[config.mk]
export PLATFORM = sky130hd
export DESIGN_NAME = sdac_cmd_if
export DESIGN_NICKNAME = d
export VERILOG_FILES = /design/src/rtl/sdac_pkg.sv /design/src/rtl/sdac_sync.sv /design/src/rtl/sdac_frame.sv /design/src/rtl/sdac_regs.sv /design/src/rtl/sdac_cmd_if.sv
export SDC_FILE = /design/constraint.sdc
export NUM_CORES = 2
export LEC_CHECK = 0
export ABC_AREA = 0
export BUFFER_PORTS_ARGS = -buffer_cell sky130_fd_sc_hd__clkbuf_2
export CAP_MARGIN = 20
export CORE_MARGIN = 2
export CORE_UTILIZATION = 32
export DETAILED_ROUTE_END_ITERATION = 10
export GPL_TIMING_DRIVEN = 0
export SLEW_MARGIN = 20
export SYNTH_ARGS = -nofsm -noshare
export SYNTH_HDL_FRONTEND = slang
export SYNTH_SLANG_ARGS = --single-unit
[constraint.sdc]
create_clock -name clk -period 75.7 [get_ports clk]
set_input_delay 7.57 -clock clk [delete_from_list [all_inputs] [get_ports clk]]
set_output_delay 7.57 -clock clk [all_outputs]
set_load 0.02 [all_outputs]
[src/rtl/sdac_pkg.sv]
package sdac_pkg;
  localparam int unsigned CMD_W  = 32;
  localparam int unsigned FLD_W  = 16;
  localparam int unsigned ADR_W  = 6;
  localparam int unsigned OP_LSB = 29;
  localparam int unsigned AD_LSB = 23;

  typedef enum logic [2:0] {
    OP_NOP     = 3'b000,
    OP_WR_IN   = 3'b001,
    OP_WR_BOTH = 3'b010,
    OP_LOAD    = 3'b011,
    OP_RD_IN   = 3'b100,
    OP_RD_DAC  = 3'b101,
    OP_IDLE    = 3'b110,
    OP_CLEAR   = 3'b111
  } op_e;

  localparam logic [ADR_W-1:0] ADR_CFG = 6'd33;
  localparam logic [ADR_W-1:0] ADR_ALL = 6'd63;

  localparam int unsigned B_ERR  = 13;
  localparam int unsigned B_SING = 12;
  localparam int unsigned B_GLT  = 11;
  localparam int unsigned B_DIS  = 10;
  localparam int unsigned B_SHDN = 9;

  typedef struct packed {
    logic err;
    logic single;
    logic glitch;
    logic dis;
    logic shdn;
  } cfg_t;
endpackage

[src/rtl/sdac_sync.sv]
module sdac_sync #(
  parameter int unsigned STAGES = 2
) (
  input  logic clk,
  input  logic rst_n_in,
  input  logic cs_n,
  input  logic sclk,
  input  logic din,
  input  logic dsp_n,
  output logic rst_n,
  output logic cs_low,
  output logic cs_fall,
  output logic cs_rise,
  output logic sck_rise,
  output logic sck_fall,
  output logic din_s,
  output logic dsp_n_s
);
  logic [STAGES-1:0] rs_q, cs_q, sck_q, din_q, dsp_q;
  logic              cs_p, sck_p;

  always_ff @(posedge clk or negedge rst_n_in) begin
    if (!rst_n_in) begin
      rs_q  <= '0;
      cs_q  <= '1;
      sck_q <= '0;
      din_q <= '0;
      dsp_q <= '1;
      cs_p  <= 1'b1;
      sck_p <= 1'b0;
    end else begin
      rs_q  <= {rs_q[STAGES-2:0], 1'b1};
      cs_q  <= {cs_q[STAGES-2:0], cs_n};
      sck_q <= {sck_q[STAGES-2:0], sclk};
      din_q <= {din_q[STAGES-2:0], din};
      dsp_q <= {dsp_q[STAGES-2:0], dsp_n};
      cs_p  <= cs_q[STAGES-1];
      sck_p <= sck_q[STAGES-1];
    end
  end

  assign rst_n    = rs_q[STAGES-1];
  assign cs_low   = ~cs_q[STAGES-1];
  assign cs_fall  = cs_p & ~cs_q[STAGES-1];
  assign cs_rise  = ~cs_p & cs_q[STAGES-1];
  assign sck_rise = ~sck_p & sck_q[STAGES-1];
  assign sck_fall = sck_p & ~sck_q[STAGES-1];
  assign din_s    = din_q[STAGES-1];
  assign dsp_n_s  = dsp_q[STAGES-1];
endmodule

[src/rtl/sdac_frame.sv]
module sdac_frame
  import sdac_pkg::*;
(
  input  logic             clk,
  input  logic             rst_n,
  input  logic             dsp_n,
  input  logic             cs_low,
  input  logic             cs_fall,
  input  logic             cs_rise,
  input  logic             sck_rise,
  input  logic             din_s,
  output logic             active,
  output logic             done,
  output logic [CMD_W-1:0] word
);
  localparam int unsigned CNT_W = $clog2(CMD_W + 2);
  localparam logic [CNT_W-1:0] CNT_FULL = CNT_W'(CMD_W);
  localparam logic [CNT_W-1:0] CNT_LAST = CNT_W'(CMD_W - 1);
  localparam logic [CNT_W-1:0] CNT_OVER = CNT_W'(CMD_W + 1);

  logic [CNT_W-1:0] cnt_q, cnt_n;
  logic [CMD_W-1:0] sr_q, sr_n;
  logic             act_q, act_n, done_q, done_n, shift_ok;

  always_comb begin
    act_n    = act_q;
    cnt_n    = cnt_q;
    sr_n     = sr_q;
    done_n   = 1'b0;
    shift_ok = act_q & sck_rise & (~dsp_n | cs_low);
    if (cs_fall) begin
      act_n = 1'b1;
      cnt_n = '0;
    end else begin
      if (shift_ok) begin
        sr_n = {sr_q[CMD_W-2:0], din_s};
        if (cnt_q != CNT_OVER) cnt_n = cnt_q + 1'b1;
        if (!dsp_n && cnt_q == CNT_LAST) begin
          done_n = 1'b1;
          act_n  = 1'b0;
        end
      end
      if (dsp_n && cs_rise && act_q) begin
        act_n  = 1'b0;
        done_n = (cnt_q == CNT_FULL);
      end
    end
  end

  always_ff @(posedge clk or negedge rst_n) begin
    if (!rst_n) begin
      act_q  <= 1'b0;
      cnt_q  <= '0;
      sr_q   <= '0;
      done_q <= 1'b0;
    end else begin
      act_q  <= act_n;
      cnt_q  <= cnt_n;
      done_q <= done_n;
      if (shift_ok) sr_q <= sr_n;
    end
  end

  assign active = act_q;
  assign done   = done_q;
  assign word   = sr_q;

  assert_exact_count_R1: assert property (@(posedge clk) disable iff (!rst_n)
    done_q |-> cnt_q == CNT_FULL);
  assert_frame_starts_empty_R1: assert property (@(posedge clk) disable iff (!rst_n)
    $rose(act_q) |-> cnt_q == '0);
  assert_cs_ignored_in_dsp_R2: assert property (@(posedge clk) disable iff (!rst_n)
    (!dsp_n && act_q && !sck_rise && !cs_fall) |=> act_q);
endmodule

[src/rtl/sdac_regs.sv]
module sdac_regs
  import sdac_pkg::*;
#(
  parameter int unsigned NUM_CH = 32,
  parameter int unsigned DW     = 14
) (
  input  logic                 clk,
  input  logic                 rst_n,
  input  logic                 done,
  input  logic [CMD_W-1:0]     word,
  output cfg_t                 cfg,
  output logic [CMD_W-1:0]     out_load,
  output logic [NUM_CH*DW-1:0] dac_flat
);
  localparam int unsigned PAD = FLD_W - DW;

  logic [DW-1:0]    in_q [NUM_CH];
  logic [DW-1:0]    in_n [NUM_CH];
  logic [DW-1:0]    dac_q [NUM_CH];
  logic [DW-1:0]    dac_n [NUM_CH];
  cfg_t             cfg_q, cfg_n;
  op_e              op;
  logic [ADR_W-1:0] addr;
  logic [FLD_W-1:0] dat, rd_val, cfg_word, fld;
  logic [DW-1:0]    val;
  logic             is_cfg, is_all, is_rsv, is_rd, is_acc, bad, rd_hit;

  assign op     = op_e'(word[OP_LSB +: 3]);
  assign addr   = word[AD_LSB +: ADR_W];
  assign dat    = word[FLD_W-1:0];
  assign val    = dat[FLD_W-1 -: DW];
  assign is_cfg = (addr == ADR_CFG);
  assign is_all = (addr == ADR_ALL);
  assign is_rsv = (addr >= ADR_W'(NUM_CH)) & ~is_cfg & ~is_all;
  assign is_rd  = op inside {OP_RD_IN, OP_RD_DAC};
  assign is_acc = op inside {OP_WR_IN, OP_WR_BOTH, OP_LOAD, OP_RD_IN, OP_RD_DAC};
  assign bad    = is_acc & (is_rsv | (is_all & is_rd) |
                  (is_cfg & (op inside {OP_WR_BOTH, OP_LOAD})));

  always_comb begin
    cfg_word         = '0;
    cfg_word[B_ERR]  = cfg_q.err;
    cfg_word[B_SING] = cfg_q.single;
    cfg_word[B_GLT]  = cfg_q.glitch;
    cfg_word[B_DIS]  = cfg_q.dis;
    cfg_word[B_SHDN] = cfg_q.shdn;
  end

  always_comb begin
    in_n   = in_q;
    dac_n  = dac_q;
    cfg_n  = cfg_q;
    rd_hit = 1'b0;
    rd_val = '0;
    if (op == OP_CLEAR) begin
      for (int i = 0; i < NUM_CH; i++) begin
        in_n[i]  = '0;
        dac_n[i] = '0;
      end
      cfg_n.err = 1'b0;
    end else if (bad) begin
      cfg_n.err = 1'b1;
    end else if (is_acc && is_cfg) begin
      if (op == OP_WR_IN) begin
        cfg_n.single = dat[B_SING];
        cfg_n.glitch = dat[B_GLT];
        cfg_n.dis    = dat[B_DIS];
        cfg_n.shdn   = dat[B_SHDN];
      end else begin
        rd_hit    = 1'b1;
        rd_val    = cfg_word;
        cfg_n.err = 1'b0;
      end
    end else if (is_acc) begin
      for (int i = 0; i < NUM_CH; i++) begin
        if (is_all || addr == ADR_W'(i)) begin
          case (op)
            OP_WR_IN:   in_n[i] = val;
            OP_WR_BOTH: begin
              in_n[i]  = val;
              dac_n[i] = val;
            end
            OP_LOAD:    dac_n[i] = in_q[i];
            OP_RD_IN:   begin
              rd_hit = 1'b1;
              rd_val = FLD_W'(in_q[i]) << PAD;
            end
            OP_RD_DAC:  begin
              rd_hit = 1'b1;
              rd_val = FLD_W'(dac_q[i]) << PAD;
            end
            default: ;
          endcase
        end
      end
    end
  end

  assign fld      = rd_hit ? rd_val : dat;
  assign out_load = cfg_q.single ? {fld, {FLD_W{1'b0}}} : {word[CMD_W-1:FLD_W], fld};

  always_ff @(posedge clk or negedge rst_n) begin
    if (!rst_n) begin
      for (int i = 0; i < NUM_CH; i++) begin
        in_q[i]  <= '0;
        dac_q[i] <= '0;
      end
      cfg_q <= '0;
    end else if (done) begin
      in_q  <= in_n;
      dac_q <= dac_n;
      cfg_q <= cfg_n;
    end
  end

  for (genvar g = 0; g < NUM_CH; g++) begin : g_flat
    assign dac_flat[g*DW +: DW] = dac_q[g];
  end

  assign cfg = cfg_q;

  assert_err_readonly_R6: assert property (@(posedge clk) disable iff (!rst_n)
    (done && op == OP_WR_IN && is_cfg) |=> cfg_q.err == $past(cfg_q.err));
  assert_clear_drops_err_R8: assert property (@(posedge clk) disable iff (!rst_n)
    (done && op == OP_CLEAR) |=> !cfg_q.err);
  assert_dac_holds_R11: assert property (@(posedge clk) disable iff (!rst_n)
    !done |=> $stable(dac_flat));
endmodule

[src/rtl/sdac_cmd_if.sv]
module sdac_cmd_if
  import sdac_pkg::*;
#(
  parameter int unsigned NUM_CH      = 32,
  parameter int unsigned DW          = 14,
  parameter int unsigned SYNC_STAGES = 2
) (
  input  logic                 clk,
  input  logic                 rst_n,
  input  logic                 cs_n,
  input  logic                 sclk,
  input  logic                 din,
  input  logic                 dsp_n,
  output logic                 dout,
  output logic                 dout_oe,
  output logic                 shutdown,
  output logic                 glitch_en,
  output logic [NUM_CH*DW-1:0] dac_flat
);
  localparam int unsigned FC_W = $clog2(CMD_W + 1);
  localparam logic [FC_W-1:0] FC_END = FC_W'(CMD_W);

  logic             rst_s, cs_low, cs_fall, cs_rise, sck_rise, sck_fall, din_s, dsp_s;
  logic             active, done;
  logic [CMD_W-1:0] word, out_load, ow_q, ow_n, ow_shift;
  logic [FC_W-1:0]  fc_q, fc_n;
  logic             dout_q, dout_n;
  cfg_t             cfg;

  sdac_sync #(.STAGES(SYNC_STAGES)) i_sync (
    .clk(clk), .rst_n_in(rst_n), .cs_n(cs_n), .sclk(sclk), .din(din), .dsp_n(dsp_n),
    .rst_n(rst_s), .cs_low(cs_low), .cs_fall(cs_fall), .cs_rise(cs_rise),
    .sck_rise(sck_rise), .sck_fall(sck_fall), .din_s(din_s), .dsp_n_s(dsp_s)
  );

  sdac_frame i_frame (
    .clk(clk), .rst_n(rst_s), .dsp_n(dsp_s), .cs_low(cs_low), .cs_fall(cs_fall),
    .cs_rise(cs_rise), .sck_rise(sck_rise), .din_s(din_s),
    .active(active), .done(done), .word(word)
  );

  sdac_regs #(.NUM_CH(NUM_CH), .DW(DW)) i_regs (
    .clk(clk), .rst_n(rst_s), .done(done), .word(word),
    .cfg(cfg), .out_load(out_load), .dac_flat(dac_flat)
  );

  always_comb begin
    fc_n = fc_q;
    if (cs_fall) fc_n = '0;
    else if (sck_fall && active && fc_q != FC_END) fc_n = fc_q + 1'b1;
    ow_n     = done ? out_load : ow_q;
    ow_shift = ow_q << fc_q;
    dout_n   = ~cfg.dis & ow_shift[CMD_W-1];
  end

  always_ff @(posedge clk or negedge rst_s) begin
    if (!rst_s) begin
      fc_q   <= '0;
      ow_q   <= '0;
      dout_q <= 1'b0;
    end else begin
      fc_q   <= fc_n;
      dout_q <= dout_n;
      if (done) ow_q <= ow_n;
    end
  end

  assign dout      = dout_q;
  assign dout_oe   = ~cfg.dis;
  assign shutdown  = cfg.shdn;
  assign glitch_en = cfg.glitch;

  assert_dout_quiet_R10: assert property (@(posedge clk) disable iff (!rst_s)
    cfg.dis |=> !dout_q);
  assert_dout_on_fall_R13: assert property (@(posedge clk) disable iff (!rst_s)
    (sck_rise && active) |=> $stable(dout_q));
endmodule

==> impl_metrics.csv <==
group,metric,value,unit
timing,skew,0.0445,ns
die,dieArea,164000,um^2
detailed_routing,dr.pass1.iters,6,
timing,fin_crit_sh,12.4,%
global_routing,grt_pass1_vias,46806,
detailed_routing,routedWlPerCell,38.0,um
cells_and_area,drive_above_1_share,27.6,%
clocking,ctsResizeCount,0,
yosys,synth_top_cell_by_area,"dfrtp_1",
die,coreArea,160000,um^2
clocking,clk_path_buf_depth,3,
detailed_routing,wirelength,303,mm
place,gp_congestion,1.07,
clocking,postCtsSetupBuffers,0,
clocking,cts_tree,"done",
cells_and_area,nNetsFinal,5702,
global_routing,grt_remaining_overflow,0,
clocking,clock-sinks,992,
detailed_routing,drt_iter0_drc,7073,
power_and_ir_drop,power_density,20.4,nW/um^2
yosys,postSynthAreaPerCell,10.1,um^2
timing,setup_viol,0,
clocking,cts_hold_buf,0,
cells_and_area,design_area,61300,um^2
power_and_ir_drop,peakVddDrop,0.0199,mV
yosys,syn-cell-area,51600,um^2
cells_and_area,post-route-util,38.2,%
place,place_area,57500,um^2
cells_and_area,syn2layout_area_growth,18.8,%
yosys,synth_top_area_share,47.9,%
yosys,syn_inst,5087,
die,initial_utilization,32.2,%
place,hpwl,231,mm
timing,period_minus_slack,9.41,ns
timing,setup_tns,0,ns
power_and_ir_drop,finalPower,0.00125,W
clocking,cts_root_buf,"clkbuf_16",
status,status,"completed",
global_routing,antenna_found_initial,30,
critical_path,crit_required,68.13,ns
yosys,ys.flop_type,"dfrtp_1",
global_routing,grt_usage,35.8,%
clocking,cts_max_level,3,
yosys,synth_nets,5098,
yosys,ys_types,89,
clocking,clock_latency,0.80,ns
yosys,synth-edff-count,0,
timing,rsz0062_at_grt,"false",
timing,fin_ws,66.29,ns
timing,fmaxAchievable,106,MHz
clocking,cts-buffers-inserted,111,
critical_path,critPathCaptureType,"output port",
detailed_routing,viasPerCell,6.21,
timing,max_slew_margin,11.2,%
cells_and_area,n_fill_cell,16257,
critical_path,critPathMaxFanout,3,
detailed_routing,ant_nets,0,
power_and_ir_drop,p_leak,27.4,nW
critical_path,path_class,"reg -> out",
critical_path,startpoint_type,"register",
place,pre_cts_slack,67.16,ns
die,io_pins,458,
timing,hold_viol_final,0,
place,io_buffers,457,
timing,maxSlewViolCount,0,
clocking,path_clk_slew,0.06,ns
worst_hold_path,hold_class,"reg -> async",
timing,worstMarginPinSlew,1.33,ns
yosys,ys_seq_area_share,48.2,%
die,rows,147,
yosys,synth-async-reset-ratio,100,%
yosys,ys_ff_latch,992,
critical_path,critPathArrivalTime,1.84,ns
flow_run,cap_violations,0,
detailed_routing,drc,0,
global_routing,grt_max_degree,58,
detailed_routing,via_count,49410,
yosys,synth_area_leaders,"dfrtp_1 48%, mux2_2 12%, a21oi_1 10%",
die,die_w,405,um
yosys,yosysWarningCount,0,
global_routing,grt_pass1_wl,403,mm
die,die_height,405,um
==> power by group <==
| group | internal (W) | total, W | switching [W] |
|---|---|---|---|
| sequential | 0.000533 | 0.000538 | 0.00000486 |
| clock | 0.000324 | 0.000573 | 0.000249 |
| combinational | 0.0000269 | 0.000140 | 0.000113 |
| total | 0.000883 | 0.00125 | 0.000367 |
==> cell type report <==
cell class              count  area (um^2)  share of cell area [%]
inverters                  27          101                   0.165
clock buffers             153         3170                    5.17
multi-input cells        3569        24400                    39.8
clock inverters            49          579                   0.946
flip-flops and latches    992        24800                    40.5
plain buffers             499         2380                    3.88
well taps                2160         2700                    4.41
repair buffers            491         3090                    5.05
diodes                     19         47.5                  0.0776
==> state kept, by name, summed over array words and instances (netlist names) <==
signal           cells
i_frame.done         1
i_regs.in_q        448
dout                 1
i_sync.sck_q         2
i_regs.dac_flat    448
i_sync.din_q         2
i_frame.cnt_q        6
i_sync.cs_p          1
i_sync.rs_q          2
i_regs.cfg           5
ow_q                32
i_frame.active       1
i_sync.dsp_q         2
i_sync.sck_p         1
fc_q                 6
i_frame.word        32
i_sync.cs_q          2
==> synthesized netlist by cell type (all sizes together), types with 6 or more instances <==
cell / n
nor3: 38
a21oi: 1038
o31ai: 11
a211o: 10
mux2: 633
mux4: 10
o211ai: 63
clkbuf: 229
nor2b: 61
a22oi: 12
nor4: 12
or3: 21
buf: 270
o21ai: 173
and3: 8
or2: 8
a32oi: 9
nand3: 50
a221o: 11
xnor2: 6
xor2: 9
a2111oi: 13
o21a: 36
nor2: 570
and2: 35
a221oi: 22
o311ai: 10
and4: 8
a41oi: 9
nand4: 21
inv: 27
o221ai: 19
dfrtp: 987
o22ai: 15
o32ai: 10
a31oi: 34
a21o: 15
o2bb2ai: 6
a211oi: 137
nand2: 112
mux2i: 250
==> routing by layer <==
| layer | up-vias | GRT usage [%] | wire length (um) |
|---|---|---|---|
| met5 | - | 0 | 210 |
| met4 | 30 | 23.5 | 23400 |
| met3 | 893 | 11.3 | 34200 |
| met2 | 3362 | 51.7 | 127000 |
| met1 | 25406 | 46.0 | 118000 |
| li1 | 19719 | - | - |
==> path summary, 6_finish.rpt <==
kind	end	from	cells after the start	slack (ns)
min in group clk	i_sync.rs_q[1]	i_sync.rs_q[0]	0	0.35
min	i_frame.active	i_sync.rs_q[1]	0	0.23
min reg2reg	i_frame.active	i_sync.rs_q[1]	0	0.23
max reg2reg	ow_q[27]	i_frame.word[29]	13	68.90
max	dout_oe	i_regs.cfg[1]	2	66.29
max in group asynchronous	i_sync.cs_p	rst_n	1	68.79
==> stage by stage <==
stage                     hold WS [ns]  std cells
after detailed placement         0.231       7737
final                            0.233       7959
after CTS                        0.238       7939
after global routing             0.260       7940
after floorplan                  0.331       5087
after global placement           0.337       7704
==> layout by cell type (no fill, tap or decap), types with 136 or more instances in the layout <==
| cell type | netlist | layout |
|---|---|---|
| clkbuf_2 | 1 | 502 |
| a21oi_1 | 1037 | 1037 |
| a211oi_1 | 136 | 136 |
| clkbuf_1 | 228 | 204 |
| mux2i_1 | 250 | 250 |
| mux2_2 | 550 | 550 |
| nor2_1 | 541 | 539 |
| dfrtp_1 | 987 | 986 |
| buf_2 | 191 | 202 |
| o21ai_0 | 150 | 150 |
==> worst max-delay path, cell delays in order (launching register included) <==
cell	delay, ns
dfrtp_1	0.45
inv_1	0.35
clkbuf_2	0.25
==> logic make-up after synthesis <==
kind of cell             after synthesis  share of synthesized area, %
AO/OA/AOI/OAI                       1689                          19.1
adder cells (fa/ha/maj)                5                         0.121
other                                  1                       0.00727
buffers and inverters                526                          4.67
multiplexers                         893                          19.1
AND/OR/NAND/NOR                      966                          8.53
XOR/XNOR                              15                         0.269
flip-flops                           992                          48.2
Note: power is estimated with default switching activity, not from simulation.
